==> src/rtl/smbsteer_pkg.sv <==
package smbsteer_pkg;
  localparam int NUM_PORTS = 4;
  localparam int PORT_W = $clog2(NUM_PORTS);
  localparam int NUM_REGS = 5;
  localparam int ALT_MAIN_PORTS = 2;

  localparam logic [7:0] IDX_BASE_LO = 8'h2C;
  localparam logic [7:0] IDX_BASE_HI = 8'h2D;
  localparam logic [7:0] IDX_SEL_B   = 8'h2E;
  localparam logic [7:0] IDX_SEL_CTL = 8'h2F;
  localparam logic [7:0] IDX_ALT_FLD = 8'h02;

  typedef struct packed {
    logic idxWr;
    logic idxRd;
    logic datWr;
    logic datRd;
  } winStrobe_t;

  function automatic logic [7:0] regIndex(int k);
    case (k)
      0: return IDX_BASE_LO;
      1: return IDX_BASE_HI;
      2: return IDX_SEL_B;
      3: return IDX_SEL_CTL;
      default: return IDX_ALT_FLD;
    endcase
  endfunction
endpackage

==> src/rtl/smbsteer_ctrl.sv <==
module smbsteer_ctrl
  import smbsteer_pkg::*;
#(
  parameter int ADDR_W = 16,
  parameter logic [ADDR_W-1:0] WINDOW_BASE = 16'h0C50
) (
  input  logic [ADDR_W-1:0] ioAddr,
  input  logic              ioWrEn,
  input  logic              ioRdEn,
  output winStrobe_t        stb
);
  localparam logic [ADDR_W-1:0] DATA_ADDR = WINDOW_BASE + 1'b1;

  logic hitIdx;
  logic hitDat;

  assign hitIdx = (ioAddr == WINDOW_BASE);
  assign hitDat = (ioAddr == DATA_ADDR);

  always_comb begin
    stb.idxWr = ioWrEn & hitIdx;
    stb.idxRd = ioRdEn & hitIdx;
    stb.datWr = ioWrEn & hitDat;
    stb.datRd = ioRdEn & hitDat;
  end
endmodule

==> src/rtl/smbsteer_regs.sv <==
module smbsteer_regs
  import smbsteer_pkg::*;
#(
  parameter bit ALT_LAYOUT = 1'b0,
  parameter logic [15:0] BASE_DEFAULT = 16'h0B20
) (
  input  logic              clk,
  input  logic              rst,
  input  winStrobe_t        stb,
  input  logic [7:0]        wrData,
  output logic [7:0]        rdData,
  output logic [15:0]       ctrlBase,
  output logic              ctrlEnable,
  output logic [PORT_W-1:0] activePort,
  output logic              portValid
);
  logic [7:0] curIdx;
  logic [NUM_REGS-1:0][7:0] regVal;
  logic idxImpl;
  logic [7:0] selVal;

  function automatic logic [7:0] defaultFor(int k);
    case (k)
      0: return {BASE_DEFAULT[7:5], 4'b0000, 1'b1};
      1: return BASE_DEFAULT[15:8];
      default: return 8'h00;
    endcase
  endfunction

  always_ff @(posedge clk) begin
    if (rst) begin
      curIdx <= 8'h00;
    end else if (stb.idxWr) begin
      curIdx <= wrData;
    end
  end

  always_ff @(posedge clk) begin
    for (int k = 0; k < NUM_REGS; k++) begin
      if (rst) begin
        regVal[k] <= defaultFor(k);
      end else if (stb.datWr && (curIdx == regIndex(k))) begin
        regVal[k] <= wrData;
      end
    end
  end

  always_comb begin
    idxImpl = 1'b0;
    selVal  = 8'h00;
    for (int k = 0; k < NUM_REGS; k++) begin
      if (curIdx == regIndex(k)) begin
        idxImpl = 1'b1;
        selVal  = regVal[k];
      end
    end
  end

  always_comb begin
    if (stb.idxRd) begin
      rdData = curIdx;
    end else if (stb.datRd && idxImpl) begin
      rdData = selVal;
    end else begin
      rdData = 8'h00;
    end
  end

  assign ctrlBase   = {regVal[1], regVal[0][7:5], 5'b00000};
  assign ctrlEnable = regVal[0][0];

  generate
    if (ALT_LAYOUT) begin : g_altField
      assign activePort = regVal[4][4:3];
      assign portValid  = (int'(activePort) < ALT_MAIN_PORTS);
    end else begin : g_stdField
      assign activePort = regVal[3][0] ? regVal[2][2:1] : regVal[0][2:1];
      assign portValid  = 1'b1;
    end
  endgenerate

  // a data write to an implemented register is read back next cycle
  assert_data_write_R2: assert property (@(posedge clk) disable iff (rst)
    (stb.datWr && idxImpl) |=> (selVal == $past(wrData)));

  // a data write to an unimplemented index changes no output
  assert_unimpl_write_R3: assert property (@(posedge clk) disable iff (rst)
    (stb.datWr && !idxImpl) |=> ($stable(ctrlBase) && $stable(ctrlEnable)
                                 && $stable(activePort) && $stable(portValid)));
endmodule

==> src/rtl/smbsteer_portmux.sv <==
module smbsteer_portmux
  import smbsteer_pkg::*;
(
  input  logic                 clk,
  input  logic                 rst,
  input  logic [PORT_W-1:0]    activePort,
  input  logic                 portValid,
  input  logic                 hostSclLow,
  input  logic                 hostSdaLow,
  output logic                 hostSclIn,
  output logic                 hostSdaIn,
  output logic [NUM_PORTS-1:0] busSclLow,
  output logic [NUM_PORTS-1:0] busSdaLow,
  input  logic [NUM_PORTS-1:0] busSclIn,
  input  logic [NUM_PORTS-1:0] busSdaIn
);
  logic [NUM_PORTS-1:0] pairSel;

  generate
    for (genvar p = 0; p < NUM_PORTS; p++) begin : g_pair
      assign pairSel[p]   = portValid && (activePort == PORT_W'(p));
      assign busSclLow[p] = pairSel[p] & hostSclLow;
      assign busSdaLow[p] = pairSel[p] & hostSdaLow;
    end
  endgenerate

  assign hostSclIn = portValid ? busSclIn[activePort] : 1'b1;
  assign hostSdaIn = portValid ? busSdaIn[activePort] : 1'b1;

  assert_onehot_scl_R7: assert property (@(posedge clk) disable iff (rst)
    $onehot0(busSclLow));
  assert_onehot_sda_R7: assert property (@(posedge clk) disable iff (rst)
    $onehot0(busSdaLow));
  assert_host_reach_R7: assert property (@(posedge clk) disable iff (rst)
    (portValid && hostSclLow) |-> ($countones(busSclLow) == 1));
  assert_reserved_idle_R6: assert property (@(posedge clk) disable iff (rst)
    !portValid |-> (busSclLow == '0 && busSdaLow == '0 && hostSclIn && hostSdaIn));
endmodule

==> src/rtl/smb_port_steer.sv <==
module smb_port_steer
  import smbsteer_pkg::*;
#(
  parameter int ADDR_W = 16,
  parameter logic [ADDR_W-1:0] WINDOW_BASE = 16'h0C50,
  parameter logic [15:0] BASE_DEFAULT = 16'h0B20,
  parameter bit ALT_LAYOUT = 1'b0
) (
  input  logic              clk,
  input  logic              rst,
  input  logic [ADDR_W-1:0] ioAddr,
  input  logic              ioWrEn,
  input  logic              ioRdEn,
  input  logic [7:0]        ioWrData,
  output logic [7:0]        ioRdData,
  output logic [15:0]       ctrlBase,
  output logic              ctrlEnable,
  output logic [1:0]        activePort,
  output logic              portValid,
  input  logic              hostSclLow,
  input  logic              hostSdaLow,
  output logic              hostSclIn,
  output logic              hostSdaIn,
  output logic [3:0]        busSclLow,
  output logic [3:0]        busSdaLow,
  input  logic [3:0]        busSclIn,
  input  logic [3:0]        busSdaIn
);
  winStrobe_t stb;

  smbsteer_ctrl #(.ADDR_W(ADDR_W), .WINDOW_BASE(WINDOW_BASE)) u_ctrl (
    .ioAddr(ioAddr), .ioWrEn(ioWrEn), .ioRdEn(ioRdEn), .stb(stb)
  );

  smbsteer_regs #(.ALT_LAYOUT(ALT_LAYOUT), .BASE_DEFAULT(BASE_DEFAULT)) u_regs (
    .clk(clk), .rst(rst), .stb(stb), .wrData(ioWrData), .rdData(ioRdData),
    .ctrlBase(ctrlBase), .ctrlEnable(ctrlEnable),
    .activePort(activePort), .portValid(portValid)
  );

  smbsteer_portmux u_mux (
    .clk(clk), .rst(rst), .activePort(activePort), .portValid(portValid),
    .hostSclLow(hostSclLow), .hostSdaLow(hostSdaLow),
    .hostSclIn(hostSclIn), .hostSdaIn(hostSdaIn),
    .busSclLow(busSclLow), .busSdaLow(busSdaLow),
    .busSclIn(busSclIn), .busSdaIn(busSdaIn)
  );
endmodule

==> config.mk <==
export PLATFORM = sky130hd
export DESIGN_NAME = smb_port_steer
export DESIGN_NICKNAME = d
export VERILOG_FILES = /design/src/rtl/smbsteer_pkg.sv /design/src/rtl/smbsteer_ctrl.sv /design/src/rtl/smbsteer_regs.sv /design/src/rtl/smbsteer_portmux.sv /design/src/rtl/smb_port_steer.sv
export SDC_FILE = /design/constraint.sdc
export NUM_CORES = 1
export LEC_CHECK = 0
export ABC_CLOCK_PERIOD_IN_PS = 1900
export BUFFER_PORTS_ARGS = -buffer_cell sky130_fd_sc_hd__clkbuf_2
export CAP_MARGIN = 20
export CORE_ASPECT_RATIO = 0.75
export CORE_MARGIN = 3
export CORE_UTILIZATION = 40
export CTS_CLUSTER_DIAMETER = 80
export CTS_CLUSTER_SIZE = 28
export DETAILED_ROUTE_END_ITERATION = 8
export HOLD_SLACK_MARGIN = 0.02
export PLACE_DENSITY = 0.67
export SLEW_MARGIN = 20
export SYNTH_ARGS = -nofsm -noshare
export SYNTH_HDL_FRONTEND = slang
export SYNTH_HIERARCHICAL = 1
export SYNTH_SLANG_ARGS = --single-unit
==> constraint.sdc <==
create_clock -name clk -period 1.9 [get_ports clk]
set_input_delay 0.19 -clock clk [delete_from_list [all_inputs] [get_ports clk]]
set_output_delay 0.19 -clock clk [all_outputs]
set_load 0.01 [all_outputs]
==> impl_metrics.ini, run 1 <==
[pwr]
seqPwrFrac_pct = 58.6
ir_drop_mv = 0.313
p_sw_mw = 0.406
p_comb_share_pct = 6.7
p_leak_nw = 1.44
sw_frac_of_total_pct = 23.7
p_int_mw = 1.31
clkPwrFrac_pct = 34.7
power_density_nw_per_um2 = 507

[floorplan]
fp.dieH_um = 75.5
die_x_um = 98.6
coreArea_um2 = 6010
io_pins = 76
start_util_pct = 42.9
dieArea_um2 = 7450
rows = 24

[yosys]
synth_ff_type = dfxtp_1
synthDistinctLibCells = 38
netlist_instances = 273
syn_area_um2 = 2570
synth_edf_count = 0
yosysSeqAreaShare_pct = 37.3
ys_ff_latch = 48
avgSynthCellArea_um2 = 9.43
synth_warnings = 6
async_flop_share_pct = 0

[global_routing]
top_usage_layer = met2
met2_usage_pct = 28.4
grt_max_degree = 32
antenna_found_initial = 0
grt_pass1_vias = 2101
grt_usage_pct = 18.2
use_met1_pct = 25.0
grt_pass1_wl_mm = 10.6
gr-total-overflow = 0
met3_usage_pct = 5.22

[critical_path]
cp_max_fo = 6
r2r_end = u_regs/regVal[38]
cp-startpoint = u_regs/curIdx[2]
r2r_cells = 6
startpoint_type = flop
endpoint = ioRdData[5]
cp-end-kind = primary output
critical-path-top-delay-family = simple AND/OR/NAND/NOR gates
cpPeakStageDelay_ns = 0.58
crit_slowest_cell = or4b_4
arrival_ns = 2.01
required_ns = 1.71
critical_path_buf_inv_count = 2
ff2ff_setup_slack_ns = 0.02
path_cells = or4b_4, nor4_4, buf_6, a21oi_1, o21ai_1, buf_2
rr_startpoint = u_regs/curIdx[2]
path_class = reg -> out
crit_cells = 6

[status]
violations = setup timing
outcome = finished with violations

[clock_network]
path_clk_slew_ns = 0.09
clockBufferDepth = 2
insertion_delay_ns = 0.30
cts_tree = yes
hold_buffers = 0
htreeDepth = 2
numCtsBuffers = 5
root_buffer = clkbuf_8
clkSinkCount = 48

[routing]
first_pass_iters = 4
drt_wl_total_mm = 6.96
via_count = 2297
drt_iter0_drc = 136
wire_per_inst_um = 15.9
drtAntennaViolNets = 0
drc = 0
vias_per_cell = 5.24

[sta]
min_period_ns = 2.20
tightest_slew_ns = 0.641
slew_violations = 0
hold_slack_ns = 0.197
relSlewSlack_pct = 57.3
setup_slack_ns = -0.304
hold_viol = 0
setup_viol = 9
fmax_ghz = 0.454
clock_skew_ns = 0.00592
fin_crit_sh_pct = 116
rsz0062_at_grt = yes

[placement]
dp.cells = 427
dp_hpwl_mm = 5.08
portBuffers = 69
place_congestion = 0.784

[cells_and_area]
area_delta_synth_final_pct = 31.3
final_cells = 438
drive_above_1_share_pct = 40.8
antennaDiodeCount = 0
layout.nets = 398

[run]
cap_violations = 0

[worst_hold_path]
hp-class = in -> reg
-- synth_stat cells (2+ instances only) --
library cell	instances	area, um2
nor3_1	4	20.0
a2bb2oi_1	4	35.0
o22ai_1	5	31.3
conb_1	2	7.51
o21ai_1	4	20.0
a21oi_1	4	20.0
a211o_1	5	43.8
a22oi_1	4	30.0
clkbuf_1	8	30.0
dfxtp_1	48	961
mux4_2	5	113
mux2_2	2	22.5
nor3b_1	2	15.0
nand2b_1	4	25.0
nor2b_1	6	37.5
nor4_4	2	42.5
nand2_1	16	60.1
nor2_1	51	191
nand4_1	3	18.8
nand3_1	2	10.0
buf_4	17	128
nor4b_2	3	45.0
buf_2	5	25.0
mux2i_1	53	531
-- worst register-to-register path, stage by stage, from the launching register on --
cell	delay, ns
dfxtp_2	0.33
or4b_4	0.58
buf_4	0.20
nor4_4	0.21
buf_6	0.19
mux2i_1	0.20
nor2_1	0.05
-- repair_timing --
action                     in CTS  in global routing
buffers inserted                2                  2
hold endpoints to repair        0                  0
setup endpoints to repair      25                 30
pin swaps                       4                 10
gates resized for setup         8                 31
-- final cells by class --
type                            instances  area, um2
Clock buffer                            5       68.8
Clock inverter                          2       12.5
Fill cell                             565       2630
Inverter                                1       3.75
Multi-Input combinational cell        196       1540
Sequential cell                        48        967
Tap cell                               78       97.6
Timing Repair Buffer                  108        689
-- metrics by stage --
| step | setup TNS (ns) | worst slack (ns) | util [%] | instance area (um2) | total power, mW |
|---|---|---|---|---|---|
| 3_5_place_dp | -6.16 | -0.278 | 52.0 | 3120 | 1.13 |
| 2_1_floorplan | 0 | 0.00732 | - | 2600 | 1.07 |
| 3_3_place_gp | -3.71 | -0.208 | 52.0 | 3120 | 1.13 |
| 5_1_grt | -3.90 | -0.357 | 56.3 | 3380 | 1.78 |
| 6_report | -1.72 | -0.304 | 56.3 | 3380 | 1.71 |
| 4_1_cts | -1.63 | -0.262 | 54.1 | 3250 | 1.71 |
-- cells by family (layout without fill, tap and decap cells) --
logic type      count (synthesis)  count (layout)  synth area share (%)
flops                          48              48                  37.3
mux                            60              60                  25.9
buf+inv                        33             116                  7.82
compound gates                 27              27                  7.19
simple gates                  103             103                  21.5
other cells                     2               6                 0.292
-- cell usage in the layout, fill, tap and decap left out, types with 3 or more instances in the layout --
| cell | count |
|---|---|
| a211o_1 | 5 |
| mux4_2 | 5 |
| buf_4 | 36 |
| nand2_1 | 16 |
| mux2i_1 | 53 |
| nor4_4 | 3 |
| clkbuf_2 | 58 |
| clkbuf_8 | 5 |
| nand2b_4 | 3 |
| buf_6 | 7 |
| buf_2 | 6 |
| dfxtp_1 | 45 |
| nor3_1 | 3 |
| a2bb2oi_1 | 4 |
| o22ai_1 | 3 |
| o21ai_1 | 4 |
| conb_1 | 6 |
| a21oi_1 | 3 |
| nor2b_1 | 6 |
| nor2_1 | 50 |
| nand4_1 | 3 |
-- power groups by stage --
stage / clock network, mW / registers (mW) / logic [mW]
finish: 0.594 / 1.00 / 0.115
global route: 0.651 / 1.00 / 0.126
global placement: 0 / 1.03 / 0.0984
CTS: 0.602 / 1.00 / 0.102
floorplan: 0 / 1.03 / 0.0459
detailed placement: 0 / 1.03 / 0.101
-- worst min path at each step --
stage	from	endpoint	slack [ns]	cells past startpoint
finish	ioWrData[5]	u_regs/ctrlBase[5]	0.20	2
floorplan	ioWrData[3]	u_regs/ctrlBase[11]	0.31	1
global route	ioWrData[0]	u_regs/ctrlBase[8]	0.21	2
global placement	u_regs/regVal[31]	u_regs/regVal[31]	0.47	2
detailed placement	u_regs/regVal[3]	u_regs/regVal[3]	0.48	2
CTS	ioWrData[5]	u_regs/ctrlBase[5]	0.19	2
-- flip-flops by register name, summed over array words and instances (netlist names) --
signal / count
u_regs/curIdx: 8
u_regs/ctrlEnable: 1
u_regs/regVal: 28
u_regs/ctrlBase: 11
-- per-layer routing --
metal	part of all wire [%]	vias to the layer above	wire length, um
met2	47	78	3290
met5	0	-	0
met3	7.2	7	501
met1	45	1103	3120
met4	0.69	0	48
li1	-	1109	-
Note: power is estimated with default switching activity, not from simulation.
==> run 2: changes to the inputs <==
--- a/config.mk
+++ b/config.mk
@@ -5,6 +5,7 @@
 export SDC_FILE = /design/constraint.sdc
 export NUM_CORES = 1
 export LEC_CHECK = 0
+export ABC_AREA = 1
 export ABC_CLOCK_PERIOD_IN_PS = 1900
 export BUFFER_PORTS_ARGS = -buffer_cell sky130_fd_sc_hd__clkbuf_2
 export CAP_MARGIN = 20
@@ -15,7 +16,7 @@
 export CTS_CLUSTER_SIZE = 28
 export DETAILED_ROUTE_END_ITERATION = 8
 export HOLD_SLACK_MARGIN = 0.02
-export PLACE_DENSITY = 0.67
+export PLACE_DENSITY = 0.66
 export SLEW_MARGIN = 20
 export SYNTH_ARGS = -nofsm -noshare
 export SYNTH_HDL_FRONTEND = slang
==> run 2 against run 1 <==
Against the previous run: the flow now finishes without violations; synthesized cell count up 50%; first-iteration DRC count rose by 27%; register-to-register slack improved by 0.28 ns; area after synthesis is 6.1% higher; wire length grew 13%; sequential share of layout area is 0.074 points lower; clock skew fell by 0.0015 ns; clock-buffer cell count did not move; die area rose by 5.7%; maximum frequency rose by 17%; hold slack lost 0.055 ns; final cell count up 28%; critical endpoint is now ioRdData[2].
==> impl_metrics.ini, run 2 <==
[critical_path]
crit_top_cell = nand2_4
path_class = reg -> out
required_ns = 1.71
cp_max_fo = 8
cp-end-kind = primary output
arrival_ns = 1.70
startpoint_type = flop
path_cells = inv_4, nand2_4, nor2_8, nand2_4, nand2_4, nand2_8, nor2_1, o21ai_1, nand2_1, clkbuf_2
crit_slowest_cell = dfxtp_2
cpPeakStageDelay_ns = 0.34

[worst_hold_path]
hp-class = in -> reg

[routing]
wire_per_inst_um = 14.0
drt_iter0_drc = 173
first_pass_iters = 4
drt_wl_total_mm = 7.89
drtAntennaViolNets = 0
drc = 0
via_count = 2838
vias_per_cell = 5.05

[floorplan]
die_x_um = 101
rows = 25
start_util_pct = 42.2
fp.dieH_um = 77.6
io_pins = 76
dieArea_um2 = 7870
coreArea_um2 = 6470

[run]
cap_violations = 0

[cells_and_area]
antennaDiodeCount = 0
largest_reg_flops = 28
layout_commonest_cell = nand2_1
drive_above_1_share_pct = 30.8
layout.nets = 518
fin_util_pct = 52.8
largest_register = u_regs/regVal
final_cell_mix = nand2_1 (95), clkbuf_2 (67), nor2_1 (46)
postLayoutCellArea_um2 = 3420
n_fill_cell = 683
area_delta_synth_final_pct = 25.0

[yosys]
async_flop_share_pct = 0
synth_common_cells = nand2_1 (99), nor2_1 (50), dfxtp_1 (48)
yosys.area.top_type = dfxtp_1
synth_ff_type = dfxtp_1
synth_warnings = 6
yosysSeqAreaShare_pct = 35.2
synth_edf_count = 0
synth_area_leaders = dfxtp_1 (35%), nand2_1 (14%), nand3_1 (7.9%)
synthDistinctLibCells = 25
netlist_instances = 410
avgSynthCellArea_um2 = 6.66
ys_ff_latch = 48
syn_area_um2 = 2730
synth.most_common_cell = nand2_1
synth_top_cell_area_share_pct = 35.2

[sta]
hold_viol = 0
clock_skew_ns = 0.00437
rsz0062_at_grt = yes
fin_crit_sh_pct = 99.5
min_period_ns = 1.89
fmax_ghz = 0.529
slew_violations = 0
setup_viol = 0

[clock_network]
cts_tree = yes
insertion_delay_ns = 0.30
clockBufferDepth = 2
path_clk_slew_ns = 0.09
numCtsBuffers = 5
root_buffer = clkbuf_8
clkSinkCount = 48
htreeDepth = 2

[pwr]
p_total_mw = 1.87
p_leak_nw = 1.61
ir_drop_mv = 0.389
power_density_nw_per_um2 = 546

[placement]
dp_hpwl_mm = 5.81
place_area_um2 = 3070
place_congestion = 0.832
portBuffers = 69

[global_routing]
antenna_found_initial = 0
grt_pass1_wl_mm = 12.6
gr-total-overflow = 0
grt_usage_pct = 19.9
grt_pass1_vias = 2510
grt_max_degree = 17

[status]
outcome = completed
run 2: changes by cell type after synthesis, moves of 5 or more:
cell     change
nand2_1     +83
mux2i_1     -53
nand3_1     +41
a21oi_1     +32
inv_1       +28
o21ai_0     +28
nor2b_1      -6
a211o_1      -5
inv_2        +5
mux4_2       -5
nand4_1      +5
nor2_2       +5
o21ai_1      +5
o22ai_1      -5
run 2: worst max-delay path: cells and delay by family (launching register included):
family	cells	cell delay [ns]
and+or+nand+nor	7	0.75
AOI/OAI and AO/OA	1	0.10
DFF	1	0.34
buffers and inverters	2	0.21
run 2: worst paths after layout:
check,from,to,slack [ns],cells after the start
min,ioWrData[7],u_regs/regVal[31],0.14,3
max reg2reg,u_regs/curIdx[4],u_regs/ctrlBase[15],0.30,9
min reg2reg,u_regs/regVal[16],u_regs/regVal[16],0.45,2
max,u_regs/curIdx[4],ioRdData[2],0.009,10
run 2: power breakdown:
part           leakage [nW]  switching (mW)  internal, mW
Sequential            0.391      0.00000313          1.00
Combinational          1.17          0.0732        0.0450
Clock                0.0541           0.356         0.390
Total                  1.61           0.430          1.44
run 2: layout make-up:
| class | instances | area, um2 | share of cell area [%] |
|---|---|---|---|
| Clock buffer | 5 | 68.8 | 2.01 |
| Tap cell | 81 | 101 | 2.97 |
| Timing Repair Buffer | 88 | 539 | 15.8 |
| Sequential cell | 48 | 975 | 28.5 |
| Inverter | 38 | 166 | 4.87 |
| Clock inverter | 3 | 42.5 | 1.25 |
| Multi-Input combinational cell | 299 | 1520 | 44.6 |
run 2: repair_timing:
item                       4_1_cts  5_1_grt
gates cloned                     0        2
hold buffers                     0        0
setup endpoints to repair       18       14
resized for setup               12       35
pin swaps                        5       12
buffers inserted                 6        4
run 2: through the flow:
step                      worst slack [ns]  setup TNS, ns  std cells  hold slack [ns]
after detailed placement             0.155              0        542            0.434
after floorplan                      0.186              0        414            0.303
after global routing               -0.0663         -0.422        562            0.172
after CTS                          0.00535              0        556            0.132
after global placement               0.182              0        542            0.430
final                              0.00871              0        562            0.141
run 2: logic make-up (layout without fill, tap and decap cells):
family                 after synthesis  in the layout  share of synthesized area [%]
AOI/OAI and AO/OA                   74             74                           13.6
other                                2              6                          0.275
and+or+nand+nor                    219            219                           37.9
buffers and inverters               67            134                           13.1
DFF                                 48             48                           35.2
run 2: routing by layer:
layer / vias up / part of all wire [%] / routed length [um] / track usage, %
met5: - / 0 / 0 / 0
met4: 0 / 0.55 / 43 / 4.25
met3: 4 / 6.3 / 496 / 3.41
met2: 81 / 44 / 3480 / 28.0
met1: 1303 / 49 / 3870 / 31.4
li1: 1450 / - / - / -
